### config.mk
export PLATFORM = sky130hd
export DESIGN_NAME = nv_settings_keeper
export DESIGN_NICKNAME = d
export VERILOG_FILES = /design/src/rtl/nv_settings_keeper.sv
export SDC_FILE = /design/constraint.sdc
export NUM_CORES = 1
export LEC_CHECK = 0
export BUFFER_PORTS_ARGS = -buffer_cell sky130_fd_sc_hd__buf_2
export CAP_MARGIN = 20
export CORE_AREA = 2 2 96 61
export CTS_CLUSTER_DIAMETER = 100
export CTS_CLUSTER_SIZE = 28
export DETAILED_ROUTE_END_ITERATION = 6
export DIE_AREA = 0 0 98 63
export GPL_ROUTABILITY_DRIVEN = 0
export PLACE_DENSITY_LB_ADDON = 0.05
export SLEW_MARGIN = 25
export SYNTH_ARGS = -nofsm -noshare
export SYNTH_HDL_FRONTEND = slang
export SYNTH_SLANG_ARGS = --single-unit
### constraint.sdc
create_clock -name clk -period 6.8 [get_ports clk]
set_input_delay 1.7 -clock clk [delete_from_list [all_inputs] [get_ports clk]]
set_output_delay 1.7 -clock clk [all_outputs]
set_load 0.02 [all_outputs]
### src/rtl/nv_settings_keeper.sv
module nv_settings_keeper #(
  parameter int unsigned WW            = 6,
  parameter int unsigned COMMIT_CYCLES = 1000000,
  parameter int unsigned MUTE_LONG     = 63,
  parameter int unsigned MUTE_SHORT    = 33
) (
  input  logic          clk,
  input  logic          rst_n,
  input  logic          power_up,
  input  logic          wr_en,
  input  logic [1:0]    wr_sel,
  input  logic [WW-1:0] wr_data,
  input  logic          stop_evt,
  input  logic          zc_done,
  output logic [WW-1:0] wiper0,
  output logic [WW-1:0] wiper1,
  output logic [7:0]    cfg_byte,
  output logic          busy
);

  localparam int unsigned CW = $clog2(COMMIT_CYCLES + 1);
  localparam logic [WW-1:0] M_LONG  = MUTE_LONG[WW-1:0];
  localparam logic [WW-1:0] M_SHORT = MUTE_SHORT[WW-1:0];
  localparam logic [2:0] CFG_FACTORY = 3'b111;

  logic [WW-1:0] w0, w1, nv_w0, nv_w1;
  logic [2:0]    cf, nv_cf;
  logic          pending, armed, win;
  logic [CW-1:0] cnt;

  function automatic logic [WW-1:0] mute_code(input logic short_taper);
    return short_taper ? M_SHORT : M_LONG;
  endfunction

  wire accept = wr_en & ~busy;
  wire wr_w   = accept & ~wr_sel[1];
  wire wr_c   = accept & (wr_sel == 2'b10);
  wire vol    = cf[2];
  wire zce    = cf[1];
  wire start  = ~busy & ~wr_en & (stop_evt | armed) & pending & (~win | zc_done);

  always_ff @(posedge clk or negedge rst_n) begin
    if (!rst_n) begin
      nv_w0   <= M_SHORT;
      nv_w1   <= M_SHORT;
      nv_cf   <= CFG_FACTORY;
      w0      <= M_SHORT;
      w1      <= M_SHORT;
      cf      <= CFG_FACTORY;
      pending <= 1'b0;
      armed   <= 1'b0;
      win     <= 1'b0;
      busy    <= 1'b0;
      cnt     <= '0;
    end else if (power_up) begin
      w0      <= nv_cf[2] ? mute_code(nv_cf[0]) : nv_w0;
      w1      <= nv_cf[2] ? mute_code(nv_cf[0]) : nv_w1;
      cf      <= nv_cf;
      pending <= 1'b0;
      armed   <= 1'b0;
      win     <= 1'b0;
      busy    <= 1'b0;
      cnt     <= '0;
    end else begin
      if (wr_w && !wr_sel[0]) w0 <= wr_data;
      if (wr_w &&  wr_sel[0]) w1 <= wr_data;
      if (wr_c) cf <= wr_data[2:0];

      if (start) pending <= 1'b0;
      else if (wr_c || (wr_w && !vol)) pending <= 1'b1;

      if (wr_w && zce) win <= 1'b1;
      else if (zc_done) win <= 1'b0;

      if (start) armed <= 1'b0;
      else if (stop_evt && !busy && pending) armed <= 1'b1;

      if (start) begin
        busy <= 1'b1;
        cnt  <= CW'(COMMIT_CYCLES - 1);
      end else if (busy) begin
        if (cnt == '0) begin
          busy  <= 1'b0;
          nv_w0 <= w0;
          nv_w1 <= w1;
          nv_cf <= cf;
        end else begin
          cnt <= cnt - 1'b1;
        end
      end
    end
  end

  assign wiper0   = w0;
  assign wiper1   = w1;
  assign cfg_byte = {5'b10000, cf};

  assert_busy_freezes_live_R11: assert property (@(posedge clk) disable iff (!rst_n)
    (busy && wr_en && !power_up) |=> (wiper0 == $past(wiper0) && wiper1 == $past(wiper1)
                                      && cfg_byte == $past(cfg_byte)));

  assert_start_needs_stop_R5: assert property (@(posedge clk) disable iff (!rst_n)
    $rose(busy) |-> ($past(stop_evt) || $past(armed)));

  assert_waits_window_R6: assert property (@(posedge clk) disable iff (!rst_n)
    $rose(busy) |-> (!$past(win) || $past(zc_done)));

  assert_idle_stop_no_commit_R10: assert property (@(posedge clk) disable iff (!rst_n)
    (stop_evt && !pending && !armed && !busy) |=> !busy);

  assert_powerup_aborts_R12: assert property (@(posedge clk) disable iff (!rst_n)
    power_up |=> (!busy && !armed));

endmodule

==> After elaboration in Yosys (flattened, before gate mapping) <==
Index checks and enable logic that the tools add are counted.
{ "op_classes": {"bitwise_logic": 15, "muxes": 26, "eq_ne": 2, "n_addsub": 1, "reduce_logical": 20} }
{ "op_table": {"columns": ["cell", "n"], "rows": [
  ["$mux 20", 4],
  ["$mux 6", 6],
  ["$logic_not 20->1", 1],
  ["$sub 20x1->20 const B", 1],
  ["$mux 1", 13],
  ["$reduce_bool 3->1", 4],
  ["$and 1x1->1", 7],
  ["$logic_and 1x1->1", 6],
  ["$mux 3", 2],
  ["$not 1->1", 6],
  ["$reduce_bool 2->1", 3],
  ["$mux 5", 1],
  ["$reduce_and 4->1", 1],
  ["$logic_not 1->1", 3],
  ["$ne 3x3->1 const B", 1],
  ["$eq 2x2->1 const B", 1],
  ["$or 1x1->1", 2],
  ["$reduce_and 2->1", 1],
  ["$logic_or 1x1->1", 1]
]} }
{ "word_totals": {"wordCells": 75, "output_inout_bits": 21, "register_bits": 54, "input_bits": 14} }

==> Longest topological paths before layout <==
{ "depth": {"ltp_word": 8, "depth_mapped": 8, "ltp_nobuf": 6} }

==> Worst setup path before layout <==
OpenSTA, ideal clock, no wires.
{ "synth_path": {"kind": "input to register", "startpoint": "input port wr_sel[1]", "endpoint": "register w0[1] (netlist: wiper0[1])", "t_required_ns": 6.657, "stages": 4, "arrival_ns": 2.852, "path_buffers": 0, "setup_slack_ns": 3.805, "setup_ns": 0.143, "cell_sequence": "or3b_2 -> nor2_1 -> mux2i_1 -> mux2i_1"} }
{ "synth_via": {"elab_chain_len": 4} }
{ "synth_rtl": {"columns": ["item", "line", "source"], "rows": [
  ["from (decl)", "11", "input logic [1:0] wr_sel,"],
  ["$not 1->1", "36", "wire wr_w = accept & ~wr_sel[1];"],
  ["$and 1x1->1", "36", null],
  ["$logic_and 1x1->1", "65", "if (wr_w && !wr_sel[0]) w0 <= wr_data;"],
  ["$reduce_bool 2->1 (no line)", null, null],
  ["to (signal assigned)", "56", "w0 <= nv_cf[2] ? mute_code(nv_cf[0]) : nv_w0;"],
  ["to (signal assigned)", "65", null],
  ["to (decl)", "26", "logic [WW-1:0] w0, w1, nv_w0, nv_w1;"]
]} }
No other way between the ends.
A chain may end at the register's enable or synchronous reset.

==> Final worst setup path <==
{ "layout_path": {"startpoint": "input port power_up", "endpoint": "register nv_w0[1]"} }
{ "layout_via": {"elab_chain_len": 2} }
{ "layout_rtl": {"columns": ["item", "line", "source"], "rows": [
  ["from (decl)", "9", "input logic power_up,"],
  ["$not 1->1 (no line)", null, null],
  ["$reduce_and 4->1 (no line)", null, null],
  ["to (signal assigned)", "84", "nv_w0 <= w0;"],
  ["to (decl)", "26", null]
]} }
No other way between the ends.

==> flow_summary.json <==
{
  "hold_viol_final": 0,
  "rsz0062_at_grt": "no",
  "p_clk_share_pct": 21.3,
  "hold-worst-slack_ns": 0.509,
  "peakVddDrop_v": 0.000141,
  "synth_area_um2": 2830,
  "synth_top_family_by_area": "simple AND/OR/NAND/NOR gates",
  "utilization_pct": 58.2,
  "cts_tree": "built",
  "wl_per_cell_um": 17.2,
  "crit_fanout": 29,
  "fin_crit_ns": 3.42,
  "dpl-instance-area_um2": 2990,
  "place.port_buffers": 29,
  "synthAdderAreaFrac_pct": 0.883,
  "firstDrtPassIters": 4,
  "chipHeight_um": 63,
  "post_cts_resized": 0,
  "root_buffer": "clkbuf_8",
  "cts_sinks": 54,
  "grtUsageTotal_pct": 21.9,
  "crit_path_start_kind": "input pin",
  "layout_commonest_cell": "dfrtp_1",
  "num-nets-final": 303,
  "cp-end-kind": "register",
  "clockBufferDepth": 2,
  "power.switching_w": 0.000331,
  "synth_mux_area_share_pct": 16.2,
  "synth_area_leaders": "dfrtp_1, dfstp_2, mux2i_1",
  "setup-tns-final_ns": 0,
  "leakage_nw": 1.36,
  "crit_chain": "buf_2 -> clkinv_1 -> and4_1 -> mux2_4",
  "combPwrFrac_pct": 30.6,
  "cts_setup_buffers": 0,
  "yosysWarningCount": 0,
  "outcome": "finished clean",
  "syn_to_final_growth_pct": 9.50,
  "h-tree-depth": 2,
  "critPathMaxStageDelay_ns": 0.55,
  "setup_viol": 0,
  "slew_headroom_pct": 40.2,
  "syn_inst": 260,
  "period_share_pct": 50.3,
  "r2r_slack_ns": 3.74,
  "tightest_slew_ns": 0.897,
  "io_pins": 35,
  "synth-xor-area-share_pct": 0,
  "async_reset_ff_share_pct": 100,
  "drv_slew": 0,
  "criticalPathCategory": "in -> reg",
  "nFillCells": 479,
  "internal_power_w": 0.000616,
  "max_freq_mhz": 292,
  "grt_pass1_wl_um": 10600,
  "ys.flop_type": "dfrtp_1",
  "vias": 2096,
  "ys_seq_area_share_pct": 48.3,
  "grt_pass1_vias": 1967,
  "yosysTopAreaCell": "dfrtp_1",
  "ant_nets": 0,
  "grt_start_max_net_pins": 55,
  "rows": 21,
  "finClkSkew_ns": 0.0108,
  "final_cell_mix": "dfrtp_1, buf_2, mux2i_1",
  "pre_cts_slack_ns": 3.05,
  "drc": 0,
  "syn-mean-instance-area_um2": 10.9,
  "synth-simple-area-share_pct": 18.2,
  "drive_above_1_share_pct": 28.1,
  "path_clk_slew_ns": 0.10,
  "wirelength_um": 6150,
  "netlist.area_leader.share_pct": 35.3,
  "core_um2": 5330,
  "clk_latency_ns": 0.31,
  "cp.arrival_ns": 3.61,
  "cp_slowest_cell": "and4_1",
  "initialDrtViolationCount": 94,
  "powerDensity_nw_per_um2": 305,
  "setup_ws_ns": 3.38,
  "ys_seq_elements": 54,
  "synth-compound-area-share_pct": 11.8,
  "fp.dieArea_um2": 6170,
  "antenna_found_initial": 0,
  "power_frac_seq_pct": 48.2,
  "min_path_type": "reg -> reg",
  "die_w_um": 98,
  "finalInstanceArea_um2": 3100,
  "diodes": 0,
  "swShare_pct": 35.0,
  "synth-edff-count": 0,
  "viasPerCell": 5.87,
  "numCtsBuffers": 5,
  "dp.final_hpwl_um": 4390,
  "critPathRequiredTime_ns": 6.99,
  "initial_core_util_pct": 53.1,
  "synth.distinct_cells": 51,
  "cap_violations": 0,
  "holdBufCountCts": 0,
  "globalRouteOverflowTotal": 0
}
## cell type report
type	instances	area, µm²	area share [%]
sequential	54	1370	44.1
multi-input combinational	187	1360	43.7
timing repair buffer	30	153	4.92
clock buffer	7	97.6	3.15
tap	69	86.3	2.78
inverter	9	33.8	1.09
clock inverter	1	7.51	0.242
## final timing paths
check	startpoint	endpoint	cells past startpoint
worst max-delay path	power_up	nv_w0[1]	4
worst min-delay path	armed	armed	2
worst max register to register	cnt[0]	nv_w1[1]	6
worst min register to register	armed	armed	2
max in group asynchronous	rst_n	cnt[1]	2
min in group asynchronous	rst_n	cnt[10]	2
## synth_stat cells, types with 2 or more instances
master	n
a211o_2	2
a211oi_1	4
a21oi_1	21
a31oi_1	5
and2_1	2
and3_1	4
buf_4	5
clkbuf_1	6
conb_1	2
dfrtp_1	40
dfstp_2	14
ha_1	2
inv_1	8
mux2_2	6
mux2_4	10
mux2i_1	24
nand2_1	12
nand3_1	5
nand4_1	4
nor2_1	15
nor2b_1	2
nor3_1	9
nor4_1	5
nor4b_1	2
o21ai_0	12
o31ai_1	5
or3_1	4
or3_2	3
or4_1	5
## worst max-delay path, delay by kind of cell
| kind | cells | cell delay, ns |
|---|---|---|
| simple gates | 1 | 0.55 |
| buf+inv | 2 | 0.93 |
| mux | 1 | 0.41 |
## registers in the layout, indices dropped and copies added, names as in the netlist, 3 cells and up
| name | cells |
|---|---|
| cf | 3 |
| cnt | 20 |
| nv_cf | 3 |
| nv_w0 | 6 |
| nv_w1 | 6 |
| wiper0 | 6 |
| wiper1 | 6 |
## power by group through the flow
stage / Combinational [W] / Clock [W] / Sequential (W)
after floorplan: 0.000160 / 0 / 0.000494
after global placement: 0.000286 / 0 / 0.000459
after detailed placement: 0.000290 / 0 / 0.000462
after CTS: 0.000292 / 0.000208 / 0.000457
after global routing: 0.000321 / 0.000226 / 0.000467
final: 0.000289 / 0.000202 / 0.000456
## layer usage
metal / routed length, µm / track usage (%)
met5: 0 / 0
met1: 3460 / 37.5
met2: 2390 / 27.5
met3: 250 / 4.36
met4: 42 / 4.69
## per-stage QoR
step                      instances  total power (W)
after floorplan                 263         0.000654
after global placement          349         0.000746
after detailed placement        349         0.000752
after CTS                       357         0.000956
after global routing            357          0.00101
final                           357         0.000947
## kinds of logic (layout without fill, tap and decap cells)
logic type,Yosys count,count (layout)
AND/OR/NAND/NOR,85,85
AO/OA/AOI/OAI,55,55
flip-flops,54,54
multiplexers,40,40
buffers and inverters,22,47
adder cells (fa/ha/maj),2,2
other,2,5
Power figures use the tool's default switching activity.
